--- src/rtl/mbx_irq_pkg.sv ---
package mbx_irq_pkg;
    // Control strobes of one port as sampled by the flag logic
    typedef struct packed {
        logic en_n;
        logic wr_n;
        logic oe_n;
        logic busy;
    } port_ctl_t;

    // Register state of one interrupt flag
    typedef struct packed {
        logic pending;
    } flag_state_t;
endpackage

--- src/rtl/mbx_port_decode.sv ---
module mbx_port_decode
    import mbx_irq_pkg::*;
#(
    parameter int ADDR_W = 10,
    parameter logic [ADDR_W-1:0] POST_ADDR  = '1,
    parameter logic [ADDR_W-1:0] FETCH_ADDR = '0
) (
    input  port_ctl_t         ctl,
    input  logic [ADDR_W-1:0] addr,
    output logic              post_req,
    output logic              fetch_req
);
    logic wr_hit;
    logic rd_hit;

    always_comb begin
        wr_hit    = !ctl.en_n && !ctl.wr_n && (addr == POST_ADDR);
        rd_hit    = !ctl.en_n && !ctl.oe_n && (addr == FETCH_ADDR);
        post_req  = wr_hit && !ctl.busy;
        fetch_req = rd_hit && !ctl.busy;
    end
endmodule

--- src/rtl/mbx_flag.sv ---
module mbx_flag
    import mbx_irq_pkg::*;
(
    input  logic clk,
    input  logic rst_n,
    input  logic set_req,
    input  logic clr_req,
    output logic irq_n
);
    flag_state_t state_d, state_q;

    always_comb begin
        state_d = state_q;
        if (set_req) begin
            state_d.pending = 1'b1;
        end else if (clr_req) begin
            state_d.pending = 1'b0;
        end
    end

    always_ff @(posedge clk or negedge rst_n) begin
        if (!rst_n) begin
            state_q <= '0;
        end else begin
            state_q <= state_d;
        end
    end

    assign irq_n = ~state_q.pending;


    set_lowers_chk: assert property (@(posedge clk) disable iff (!rst_n)
        set_req |=> (irq_n == 1'b0));

    clr_raises_chk: assert property (@(posedge clk) disable iff (!rst_n)
        (clr_req && !set_req) |=> (irq_n == 1'b1));

    idle_hold_chk: assert property (@(posedge clk) disable iff (!rst_n)
        (!set_req && !clr_req) |=> $stable(irq_n));
endmodule

--- src/rtl/mbx_irq_top.sv ---
module mbx_irq_top
    import mbx_irq_pkg::*;
#(
    parameter int ADDR_W = 10
) (
    input  logic              clk,
    input  logic              rst_n,
    input  logic              lft_en_n,
    input  logic              lft_wr_n,
    input  logic              lft_oe_n,
    input  logic [ADDR_W-1:0] lft_addr,
    input  logic              lft_busy,
    input  logic              rgt_en_n,
    input  logic              rgt_wr_n,
    input  logic              rgt_oe_n,
    input  logic [ADDR_W-1:0] rgt_addr,
    input  logic              rgt_busy,
    output logic              lft_irq_n,
    output logic              rgt_irq_n
);
    localparam int NPORT = 2;
    localparam logic [ADDR_W-1:0] RGT_BOX = {ADDR_W{1'b1}};
    localparam logic [ADDR_W-1:0] LFT_BOX = {{(ADDR_W-1){1'b1}}, 1'b0};

    port_ctl_t         ctl   [NPORT];
    logic [ADDR_W-1:0] addr  [NPORT];
    logic              post  [NPORT];
    logic              fetch [NPORT];
    logic              irq_n [NPORT];

    assign ctl[0]  = '{en_n: lft_en_n, wr_n: lft_wr_n, oe_n: lft_oe_n, busy: lft_busy};
    assign ctl[1]  = '{en_n: rgt_en_n, wr_n: rgt_wr_n, oe_n: rgt_oe_n, busy: rgt_busy};
    assign addr[0] = lft_addr;
    assign addr[1] = rgt_addr;

    // Port 0 is left, port 1 is right. A port posts into the peer's box
    // and fetches from its own box; its flag is set by the peer's post.
    for (genvar g = 0; g < NPORT; g++) begin : g_port
        localparam logic [ADDR_W-1:0] OWN_BOX  = (g == 0) ? LFT_BOX : RGT_BOX;
        localparam logic [ADDR_W-1:0] PEER_BOX = (g == 0) ? RGT_BOX : LFT_BOX;

        mbx_port_decode #(
            .ADDR_W    (ADDR_W),
            .POST_ADDR (PEER_BOX),
            .FETCH_ADDR(OWN_BOX)
        ) i_dec (
            .ctl      (ctl[g]),
            .addr     (addr[g]),
            .post_req (post[g]),
            .fetch_req(fetch[g])
        );

        mbx_flag i_flag (
            .clk    (clk),
            .rst_n  (rst_n),
            .set_req(post[NPORT-1-g]),
            .clr_req(fetch[g]),
            .irq_n  (irq_n[g])
        );
    end

    assign lft_irq_n = irq_n[0];
    assign rgt_irq_n = irq_n[1];


    lft_busy_quiet_chk: assert property (@(posedge clk) disable iff (!rst_n)
        (lft_busy && rgt_en_n) |=> ($stable(lft_irq_n) && $stable(rgt_irq_n)));

    rgt_busy_quiet_chk: assert property (@(posedge clk) disable iff (!rst_n)
        (rgt_busy && lft_en_n) |=> ($stable(lft_irq_n) && $stable(rgt_irq_n)));

    plain_addr_quiet_chk: assert property (@(posedge clk) disable iff (!rst_n)
        ((lft_addr < LFT_BOX) && (rgt_addr < LFT_BOX)) |=> ($stable(lft_irq_n) && $stable(rgt_irq_n)));
endmodule

--- config.mk ---
export PLATFORM = sky130hd
export DESIGN_NAME = mbx_irq_top
export DESIGN_NICKNAME = d
export VERILOG_FILES = /design/src/rtl/mbx_irq_pkg.sv /design/src/rtl/mbx_port_decode.sv /design/src/rtl/mbx_flag.sv /design/src/rtl/mbx_irq_top.sv
export SDC_FILE = /design/constraint.sdc
export NUM_CORES = 1
export LEC_CHECK = 0
export BUFFER_PORTS_ARGS = -buffer_cell sky130_fd_sc_hd__buf_4
export CAP_MARGIN = 20
export CORE_AREA = 2 2 39 41
export DETAILED_ROUTE_END_ITERATION = 12
export DIE_AREA = 0 0 41 43
export PLACE_DENSITY = 0.52
export SLEW_MARGIN = 5
export SYNTH_ARGS = -nofsm -noshare
export SYNTH_HDL_FRONTEND = slang
export SYNTH_SLANG_ARGS = --single-unit
--- constraint.sdc ---
create_clock -name clk -period 1.5 [get_ports clk]
set_input_delay 0.225 -clock clk [delete_from_list [all_inputs] [get_ports clk]]
set_output_delay 0.225 -clock clk [all_outputs]
set_load 0.02 [all_outputs]
# ---- Yosys cells after proc, flatten, opt, wreduce, memory -nomap -nowiden
# Cells that the tools add are included.
dict set report totals {
  latch_bits 0
  regBits 2
  rom_bits 0
  elab_cells 34
  mem_bits_rw 0
  mem_count 0
}
dict set report classes {
  shift 0
  multipliers 0
  bitwise_logic 2
  n_addsub 0
  mux 4
  n_eq_ne 4
  n_div 0
  reduce_logical 22
  order_cmp 0
}
# op count
set ops {}
lappend ops {{$eq A10 B10 Y1 const B} 4}
lappend ops {{$logic_and A1 B1 Y1} 12}
lappend ops {{$logic_not A1 Y1} 8}
lappend ops {{$mux W1} 4}
lappend ops {{$reduce_bool A2 Y1} 2}
lappend ops {{$not A1 Y1} 2}

# ---- Longest topological paths before layout
# Gate-level depths: netlist (run 1).
dict set report depth {
  word_depth 6
  mapped_depth 3
  depth_no_buf 3
}

# ---- By module
# A second synthesis (run 1) with hierarchy kept.
dict set report unflattened {
  hier_cells 20
  area_unflattened_um2 230.2
}
# module instances seq_area_each_um2 cells_each area_each_um2
set by_module_without_submodules {}
lappend by_module_without_submodules {mbx_port_decode 2 0.0 7 75.1}
lappend by_module_without_submodules {mbx_flag 2 25.0 3 40.0}

# ---- Least setup slack after synthesis (run 1)
# No wires, ideal clock.
dict set report synth_timing {
  path_kind {input -> register}
  start {in rgt_en_n}
  end {reg g_port[0].i_flag.state_q}
  cell_stages 3
  arrival_time_ns 0.958
  required_ns 1.399
  slack_ns 0.441
  n_path_buf 0
  cell_sequence {nand4bb_1 or3_1 o32ai_1}
}
dict set report synth_via {
  elab_chain_len 5
  elab_cells_between_ends 6
  classes_between {mux (1); reduce/logical (5)}
}
# item line
set synth_rtl {}
lappend synth_rtl {{from (decl)} mbx_irq_top.sv:13} ;# input logic rgt_en_n,
lappend synth_rtl {{$logic_not A1 Y1 (*)} mbx_port_decode.sv:17} ;# wr_hit = !ctl.en_n && !ctl.wr_n && (addr == POST_ADDR);
lappend synth_rtl {{$logic_and A1 B1 Y1 (*) (2 in a row)} mbx_port_decode.sv:17}
lappend synth_rtl {{$logic_and A1 B1 Y1 (*)} mbx_port_decode.sv:19} ;# post_req = wr_hit && !ctl.busy;
lappend synth_rtl {{$mux W1 or $reduce_bool A2 Y1 (tied branches)} -}
lappend synth_rtl {{to (signal assigned)} mbx_flag.sv:25} ;# state_q <= state_d;
lappend synth_rtl {{to (decl)} mbx_flag.sv:10} ;# flag_state_t state_d, state_q;
# Every way passes the cells marked *; elsewhere a longest branch is shown, timed or not.
# A chain may end at the register's enable or synchronous reset.

# ---- Worst setup path in the final report (run 1)
dict set report layout_timing {
  start {reg g_port[1].i_flag.state_q}
  end {out rgt_irq_n}
}
dict set report layout_via {
  elab_chain_len 1
}
# item line
set layout_rtl {}
lappend layout_rtl {{from (decl)} mbx_flag.sv:10}
lappend layout_rtl {{from (signal assigned)} mbx_flag.sv:25}
lappend layout_rtl {{$not A1 Y1} mbx_flag.sv:29} ;# assign irq_n = ~state_q.pending;
lappend layout_rtl {{to (decl)} mbx_irq_top.sv:19} ;# output logic rgt_irq_n
# No other way between the ends.

==> summary.txt, run 1 <==
port bufs = 31
crit path kind = reg2out
Die Span Y = 43 microns
Nets = 86
via count = 290
Routed WL = 607 microns
Vias/cell = 4.143
Leak = 0.0002254 uW
Crit. End Element = output pin
Final min period = 1.006 ns
Reg clk slew, reported paths = 0.03 ns
die footprint = 1763 sq um
largest family of logic cells by synthesized area = simple AND/OR/NAND/NOR gates
Design Area, Final = 446.7 sq um
maximum clock frequency = 994.1 MHz
DRT antenna net count = 0
DRC = 0
number of synthesized register bits = 2
max reg flops = 2
Root Driver = clkbuf_4
Setup TNS Final = 0 ns
DRT Pass-1 Iters = 4
top-area cell type share of the netlist area = 31.01%
mux contribution to synthesized area = 0%
RR Startpoint = g_port[1].i_flag.state_q$_DFFE_PN0P_
synthesis warning total = 0
clock buffer depth = 2
total track usage = 9.209%
DRT iter0 DRCs = 4
Worst EP arrival = 0.78 ns
post-synthesis compound-gate area fraction = 10.85%
Post-CTS Setup Inserts = 0
routed len/inst = 8.671 microns
Biggest register = g_port.i_flag.state_q
total gr overflow = 0
xor/xnor cell area share of the yosys netlist = 0%
vias in the first global route = 285
synthesized netlist cell count = 19
core footprint = 1384 sq um
Max-Cap Viols = 0
largest cells by area after synthesis = dfrtp_1, o32ai_1, nand4_1
Final Hold Vio Count = 0
chip width = 41 microns
VDD IR max = 150.2 uV
Max-slew headroom = 82.31%
Ports = 32
ANT cells = 0
worst hold start = rgt_wr_n
Synth area leader = dfrtp_1
clock tree sinks = 2
timing startpoint of the critical path = g_port[1].i_flag.state_q$_DFFE_PN0P_
P&R area growth vs syn = 176.7%
Top Registers = g_port.i_flag.state_q (2)
Initial Util = 11.66%
Net Count, Synth = 49
CP required = 1.27 ns
post-cts resize count = 0
largest net degree at the start of global routing = 3
Num CTS Buffers = 3
clk_lat worst skew = 0.22 ns
Placed Area = 414.1 sq um
final period utilization = 67.06%
P per Cell Area = 542.8 nW/um^2
Slew Limit Fails = 0
Seq/Total Area, Yosys = 31.01%
Tightest Hold Check Type = in2reg
syn_area_per_cell = 8.495 sq um
Simple-Gate Fraction of Synth Area = 51.16%
share of cells above drive strength 1 = 64.81%
pre-CTS setup slack = 0.2753 ns
Final setup viols = 0
fin worst setup slack = 0.4941 ns
post-synthesis adder-cell area fraction = 0%
Slew @ Worst Pin = 0.2629 ns
synthesized area = 161.4 sq um
htree depth = 1
Worst Path Max Fanout = 2
CTS Hold Bufs = 1
post-synth cell types = 12
Setup Skew = 0 ns
RePlAce Congestion = 0.6146
status = completed
Post-DP HPWL = 525.5 microns
RSZ-0062 raised after global routing = false
Setup crit start kind = register
# rows = 14
initial antenna violation count = 0
CTS tree = done
global-route wire length before repair = 1035 microns
final timing paths:
kind / end / slack, ns / depth (start not counted)
max: rgt_irq_n / 0.49 / 2
min: g_port[0].i_flag.state_q$_DFFE_PN0P_ / 0.19 / 2
max reg2reg: g_port[1].i_flag.state_q$_DFFE_PN0P_ / 0.88 / 2
min reg2reg: g_port[0].i_flag.state_q$_DFFE_PN0P_ / 0.49 / 2
max in group asynchronous: g_port[1].i_flag.state_q$_DFFE_PN0P_ / 1.09 / 2
min in group asynchronous: g_port[0].i_flag.state_q$_DFFE_PN0P_ / 0.32 / 2
logic make-up (layout without fill, tap and decap cells):
kind of cell           count (synthesis)  count (layout)
AO/OA/AOI/OAI                          2               2
flip-flops                             2               2
buffers and inverters                  3              38
AND/OR/NAND/NOR                       12              12
worst max-delay path, cell delays in order (launching register included):
cell     delay [ns]
dfrtp_1        0.34
inv_1          0.07
buf_4          0.14
layout make-up:
class / count / area [sq um]
fillers: 152 / 937.1
repair buffers: 32 / 242.7
inverters: 3 / 11.26
flip-flops and latches: 2 / 50.05
multi-input cells: 14 / 100.1
well taps: 16 / 20.02
clock buffers: 3 / 22.52
per-layer routing:
metal	global-route usage (%)	routed length (microns)
met2	11.56	274
met5	0	0
met4	8.000	0
met3	4.712	103
met1	10.83	229
per-stage QoR:
stage	instances	total power (uW)	hold WS, ns	utilization (%)
3_3_place_gp	66	122.4	0.009575	29.93
2_1_floorplan	19	64.31	-0.07059	-
6_report	70	242.4	0.1926	32.28
3_5_place_dp	66	123.3	0.009813	29.93
5_1_grt	70	273.9	0.1759	32.28
4_1_cts	70	253.0	0.1827	32.28
cell usage after synthesis, drive strengths merged:
master	instances
dfrtp	2
nor4	2
o32ai	2
nand3b	1
nand2b	1
or3	2
nand4bb	1
inv	3
nand4	2
nand3	1
nand4b	1
or2	1
power by group:
| part | internal, uW | switching, uW | total [uW] | leakage (uW) |
|---|---|---|---|---|
| sequential | 54.8 | 0.0866 | 54.9 | 0.0000176 |
| clock | 88.2 | 30.1 | 118 | 0.0000138 |
| combinational | 54.4 | 14.9 | 69.2 | 0.000194 |
| total | 197 | 45.1 | 242 | 0.000225 |
placed cells by master (no fill, tap or decap), types with 2 or more instances in the layout:
master and instances:
inv_1 3, or3_1 2, nand4_1 2, nor4_1 2, buf_4 31, o32ai_1 2
clkbuf_4 3, dfrtp_1 2
No activity file was read; power rests on OpenSTA's default activity.
==> inputs of run 2 (changes only) <==
- ABC_AREA: default -> 1
- PLACE_DENSITY: 0.52 -> 0.6
- clock period: 1.5 -> 0.9 ns (I/O delays scaled with it)
==> summary.txt, run 2 <==
Placed Area = 493.0 sq um (was 414.1 sq um)
hold path depth = 4 (was 2)
global-route wire length before repair = 1166 microns (was 1035 microns)
P per Cell Area = 786.2 nW/um^2 (was 542.8 nW/um^2)
CP required = 0.76 ns (was 1.27 ns)
crit path kind = reg2out (unchanged)
synthesized area = 240.2 sq um (was 161.4 sq um)
Setup Skew = 0 ns (unchanged)
most frequent cells in the layout = buf_4, nand2_1, inv_1 (was buf_4, inv_1, clkbuf_4)
P&R area growth vs syn = 128.1% (was 176.7%)
Vias/cell = 3.738 (was 4.143)
number of synthesized flops with an enable pin = 0 (unchanged)
Net Count, Synth = 80 (was 49)
via count = 385 (was 290)
syn_area_per_cell = 4.805 sq um (was 8.495 sq um)
Num CTS Buffers = 3 (unchanged)
Slew Limit Fails = 0 (unchanged)
RePlAce Congestion = 0.6086 (was 0.6146)
total track usage = 9.910% (was 9.209%)
pre-CTS setup slack = 0.05291 ns (was 0.2753 ns)
Final setup viols = 0 (unchanged)
Seq/Total Area, Yosys = 20.83% (was 31.01%)
Biggest register = g_port.i_flag.state_q (unchanged)
RSZ-0062 raised after global routing = true (was false)
Nets = 119 (was 86)
total gr overflow = 0 (unchanged)
Leak = 0.0003348 uW (was 0.0002254 uW)
Fill cells = 156 (was 152)
Root Driver = clkbuf_4 (unchanged)
Top Registers = g_port.i_flag.state_q (2) (unchanged)
Synth area leader = nand2_1 (was dfrtp_1)
largest cells by area after synthesis = nand2_1, dfrtp_1, inv_1 (was dfrtp_1, o32ai_1, nand4_1)
port bufs = 31 (unchanged)
area of the multi-input gates = 145.1 sq um (was 100.1 sq um)
chip width = 41 microns (unchanged)
core footprint = 1384 sq um (unchanged)
worst hold start = lft_en_n (was rgt_wr_n)
synthesized netlist cell count = 50 (was 19)
Initial Util = 17.36% (was 11.66%)
vias in the first global route = 374 (was 285)
maximum clock frequency = 1117 MHz
CTS tree = done (unchanged)
Tightest Hold Check Type = in2reg (unchanged)
RR Startpoint = g_port[1].i_flag.state_q$_DFFE_PN0P_ (unchanged)
Ports = 32 (unchanged)
post-synth cell types = 10 (was 12)
die footprint = 1763 sq um (unchanged)
Max-Cap Viols = 0 (unchanged)
number of synthesized register bits = 2 (unchanged)
# rows = 14 (unchanged)
htree depth = 1 (unchanged)
FFs w/ async S/R, synth = 100.0% (unchanged)
clk_lat worst skew = 0.23 ns (was 0.22 ns)
Max-slew headroom = 89.70% (was 82.31%)
most numerous cell in the Yosys netlist = nand2_1 (was inv_1)
Worst Path Max Fanout = 2 (unchanged)
Setup crit start kind = register (unchanged)
synthesis warning total = 0 (unchanged)
Design Area, Final = 548.0 sq um (was 446.7 sq um)
Routed WL = 650 microns (was 607 microns)
main flop type after synthesis = dfrtp_1 (unchanged)
R2R Setup Slk = 0.21 ns (was 0.88 ns)
Post-Place Cells = 97 (was 66)
DRT Pass-1 Iters = 4 (unchanged)
DRC = 0 (unchanged)
final period utilization = 99.46%
post-layout util = 39.60% (was 32.28%)
Crit. End Element = output pin (unchanged)
Final min period = 0.8952 ns
DRT antenna net count = 0 (unchanged)
Slew @ Worst Pin = 0.1533 ns (was 0.2629 ns)
clock tree sinks = 2 (unchanged)
top-area cell type share of the netlist area = 35.94% (was 31.01%)
ANT cells = 0 (unchanged)
DRT iter0 DRCs = 2 (was 4)
initial antenna violation count = 0 (unchanged)
status = completed (unchanged)
final cell count without fillers = 103 (was 70)
share of cells above drive strength 1 = 44.83% (was 64.81%)
max reg flops = 2 (unchanged)
Worst EP arrival = 0.76 ns (was 0.78 ns)
Reg clk slew, reported paths = 0.03 ns (about the same)
routed len/inst = 6.311 microns (was 8.671 microns)
clock buffer depth = 2 (unchanged)
fin worst setup slack = 0.004816 ns (was 0.4941 ns)
most frequent cells after synthesis = nand2_1, inv_1, nor2_1
largest net degree at the start of global routing = 3 (unchanged)
Post-DP HPWL = 571.8 microns (was 525.5 microns)
Register Area = 50.05 sq um (unchanged)
Final Hold Vio Count = 0 (unchanged)
Reg2Reg Depth = 3 (was 2)
reg2reg end = g_port[1].i_flag.state_q$_DFFE_PN0P_ (unchanged)
commonest non-fill, non-tap cell in the layout = buf_4 (unchanged)
WHS Endpoint = g_port[1].i_flag.state_q$_DFFE_PN0P_ (was g_port[0].i_flag.state_q$_DFFE_PN0P_)
Die Span Y = 43 microns (unchanged)
VDD IR max = 196.9 uV (was 150.2 uV)
-- run 2: area by class of cell --
| class | instances | share of cell area (%) |
|---|---|---|
| inverters | 12 | 8.219 |
| well taps | 16 | 3.653 |
| clock buffers | 3 | 4.110 |
| repair buffers | 34 | 48.40 |
| multi-input cells | 36 | 26.48 |
| flip-flops and latches | 2 | 9.132 |
-- run 2: critical path, cell delays in order, from the launching register on --
cell and delay [ns]:
dfrtp_1 0.36, inv_1 0.06, buf_6 0.11
-- run 2: per-layer routing --
metal / vias to the layer above / wire length (microns) / global-route usage, %
li1: 214 / - / -
met1: 147 / 233 / 9.554
met2: 21 / 317 / 15.94
met3: 3 / 72 / 0
met4: 0 / 27 / 12.00
met5: - / 0 / 0
-- run 2: worst max path at each step --
stage / from / endpoint / depth (start not counted)
floorplan: rgt_busy / g_port[1].i_flag.state_q$_DFFE_PN0P_ / 5
finish: g_port[0].i_flag.state_q$_DFFE_PN0P_ / lft_irq_n / 2
global route: g_port[0].i_flag.state_q$_DFFE_PN0P_ / lft_irq_n / 2
global placement: rgt_busy / g_port[1].i_flag.state_q$_DFFE_PN0P_ / 6
CTS: g_port[0].i_flag.state_q$_DFFE_PN0P_ / lft_irq_n / 2
detailed placement: rgt_busy / g_port[1].i_flag.state_q$_DFFE_PN0P_ / 6
-- run 2: timing repair --
item                                   CTS  global route
buffers inserted                         2             0
endpoints found under the hold margin    2             0
gates resized for setup                  2             0
setup endpoints to repair                2             2
pin swaps                                0             0
hold buffers                             1             0
-- run 2: report_power, final --
part           internal [uW]  total [uW]  switching [uW]  leakage (uW)
Combinational           97.5         136            38.9      0.000293
Clock                    147         203            55.4     0.0000138
Sequential              91.4        91.7           0.312     0.0000279
-- run 2: kinds of logic after synthesis --
logic type / count (synthesis) / synth area share, %
DFF: 2 / 20.83
buffers and inverters: 12 / 18.75
and+or+nand+nor: 36 / 60.42
-- run 2: per-stage QoR --
step	TNS [ns]	hold slack (ns)	power, uW
floorplan	0	-0.1606	124.0
global placement	0	-0.08154	223.7
detailed placement	0	-0.08089	225.1
CTS	-0.008944	0.1719	441.0
global route	-0.04965	0.1845	455.7
finish	0	0.1670	430.8
==> inputs of run 3 (changes only) <==
- BUFFER_PORTS_ARGS: -buffer_cell sky130_fd_sc_hd__buf_4 -> -buffer_cell sky130_fd_sc_hd__buf_2
==> summary.txt, run 3 (synthesized netlist as in run 2, its figures left out) <==
commonest non-fill, non-tap cell in the layout = buf_2 (was buf_4)
chip width = 41 microns (unchanged)
vias in the first global route = 349 (was 374)
Final min period = 0.8924 ns (was 0.8952 ns)
Crit. End Element = output pin (unchanged)
P per Cell Area = 813.3 nW/um^2 (was 786.2 nW/um^2)
RSZ-0062 raised after global routing = true (unchanged)
Crit-path slowest cell = dfrtp_1 (unchanged)
crit path kind = reg2out (unchanged)
RePlAce Congestion = 0.6055 (was 0.6086)
Leak = 0.0003157 uW (was 0.0003348 uW)
Slew Limit Fails = 0 (unchanged)
core footprint = 1384 sq um (unchanged)
timing startpoint of the critical path = g_port[0].i_flag.state_q$_DFFE_PN0P_ (unchanged)
htree depth = 1 (unchanged)
Die Span Y = 43 microns (unchanged)
max reg flops = 2 (unchanged)
hold path depth = 4 (unchanged)
share of cells above drive strength 1 = 47.73% (was 44.83%)
worst setup path endpoint = lft_irq_n (unchanged)
global-route wire length before repair = 1041 microns (was 1166 microns)
routed len/inst = 6.577 microns (was 6.311 microns)
Setup Skew = 0 ns (unchanged)
R2R Setup Slk = 0.07 ns (was 0.21 ns)
DRT antenna net count = 0 (unchanged)
Tightest Hold Check Type = in2reg (unchanged)
CP required = 0.76 ns (about the same)
CTS tree = done (unchanged)
largest net degree at the start of global routing = 3 (unchanged)
final period utilization = 99.15% (was 99.46%)
RR Startpoint = g_port[0].i_flag.state_q$_DFFE_PN0P_ (was g_port[1].i_flag.state_q$_DFFE_PN0P_)
port bufs = 31 (unchanged)
Final setup viols = 0 (unchanged)
via count = 387 (was 385)
Max-Cap Viols = 0 (unchanged)
die footprint = 1763 sq um (unchanged)
Top Registers = g_port.i_flag.state_q (2) (unchanged)
most frequent cells in the layout = buf_2, nand2_1, nor2_1, inv_1, inv_2 (was buf_4, nand2_1, inv_1)
minimum hold slack = 0.1926 ns (was 0.1670 ns)
reg2reg end = g_port[0].i_flag.state_q$_DFFE_PN0P_ (was g_port[1].i_flag.state_q$_DFFE_PN0P_)
crit path buf inv count = 2 (unchanged)
CP max stage delay = 0.38 ns (was 0.36 ns)
Setup crit start kind = register (unchanged)
Fill cells = 156 (unchanged)
clock tree sinks = 2 (unchanged)
Worst Path Max Fanout = 2 (unchanged)
clk_lat worst skew = 0.22 ns (was 0.23 ns)
crit-path cells = inv_2 -> buf_6 (was inv_1 -> buf_6)
DRC = 0 (unchanged)
Num CTS Buffers = 3 (unchanged)
total track usage = 8.517% (was 9.910%)
Worst EP arrival = 0.76 ns (about the same)
VDD IR max = 193.8 uV (was 196.9 uV)
area of the multi-input gates = 145.1 sq um (unchanged)
Initial Util = 17.36% (unchanged)
CP Depth = 2 (unchanged)
Reg2Reg Depth = 4 (was 3)
Routed WL = 684 microns (was 650 microns)
CP top delay family = flip-flops (unchanged)
DRT iter0 DRCs = 3 (was 2)
ANT cells = 0 (unchanged)
DRT Pass-1 Iters = 3 (was 4)
P&R area growth vs syn = 101.0% (was 128.1%)
Nets = 120 (was 119)
Max-slew headroom = 89.38% (was 89.70%)
Reg clk slew, reported paths = 0.03 ns (about the same)
# rows = 14 (unchanged)
Post-DP HPWL = 566 microns (was 571.8 microns)
post-layout util = 34.90% (was 39.60%)
initial antenna violation count = 0 (unchanged)
status = completed (unchanged)
total gr overflow = 0 (unchanged)
maximum clock frequency = 1121 MHz (was 1117 MHz)
Root Driver = clkbuf_4 (unchanged)
Ports = 32 (unchanged)
Vias/cell = 3.721 (was 3.738)
clock buffer depth = 2 (unchanged)
Final Hold Vio Count = 0 (unchanged)
Biggest register = g_port.i_flag.state_q (unchanged)
Slew @ Worst Pin = 0.1581 ns (was 0.1533 ns)
Register Area = 50.05 sq um (unchanged)
==> run 3: stage by stage <==
step / power, uW / setup WS [ns] / std cells / instance area, sq um / setup TNS (ns)
after floorplan: 124.0 / 0.1869 / 50 / 240.2 / 0
after global routing: 414.7 / -0.02118 / 104 / 483.0 / -0.03619
after global placement: 188.2 / 0.07419 / 97 / 415.4 / 0
after detailed placement: 190.4 / 0.05854 / 97 / 415.4 / 0
final: 392.8 / 0.007631 / 104 / 483.0 / 0
after CTS: 402.2 / -0.0004932 / 103 / 475.5 / -0.0004932
==> run 3: layout make-up <==
class | instances | area share [%]
Clock buffer | 3 | 4.663
Sequential cell | 2 | 10.36
Timing Repair Buffer | 35 | 41.45
Multi-Input combinational cell | 36 | 30.05
Inverter | 12 | 9.326
Tap cell | 16 | 4.145
==> run 3: worst min path at each step <==
stage	startpoint	to	slack (ns)
finish	lft_en_n	g_port[1].i_flag.state_q$_DFFE_PN0P_	0.19
global route	lft_en_n	g_port[1].i_flag.state_q$_DFFE_PN0P_	0.21
CTS	lft_en_n	g_port[1].i_flag.state_q$_DFFE_PN0P_	0.19
detailed placement	rst_n	g_port[0].i_flag.state_q$_DFFE_PN0P_	-0.08
global placement	rst_n	g_port[0].i_flag.state_q$_DFFE_PN0P_	-0.08
floorplan	rst_n	g_port[0].i_flag.state_q$_DFFE_PN0P_	-0.16
==> run 3: report_power, final <==
group,internal [uW],total (uW),leakage [uW],switching [uW]
sequential,91.4,91.8,0.0000279,0.473
clock,147,198,0.0000138,50.9
combinational,63.3,103,0.000274,39.6
total,302,393,0.000316,91.0
==> run 3: routing by layer <==
layer | GRT usage, % | vias up | wire, microns
met1 | 7.668 | 153 | 268
met3 | 0.5236 | 0 | 64
met4 | 8.000 | 0 | 0
li1 | - | 216 | -
met5 | 0 | - | 0
met2 | 15.00 | 18 | 350
==> run 3: worst min-delay path, stage by stage <==
cell and delay [ns]:
buf_2 0.09, nor3_1 0.04, nand2_1 0.06, nand2_1 0.05
==> run 3: what timing repair did <==
action	4_1_cts	5_1_grt
gates resized for setup	4	2
pin swaps	0	0
hold buffers	1	0
endpoints found under the setup margin	2	2
buffers inserted	2	1
endpoints found under the hold margin	2	0
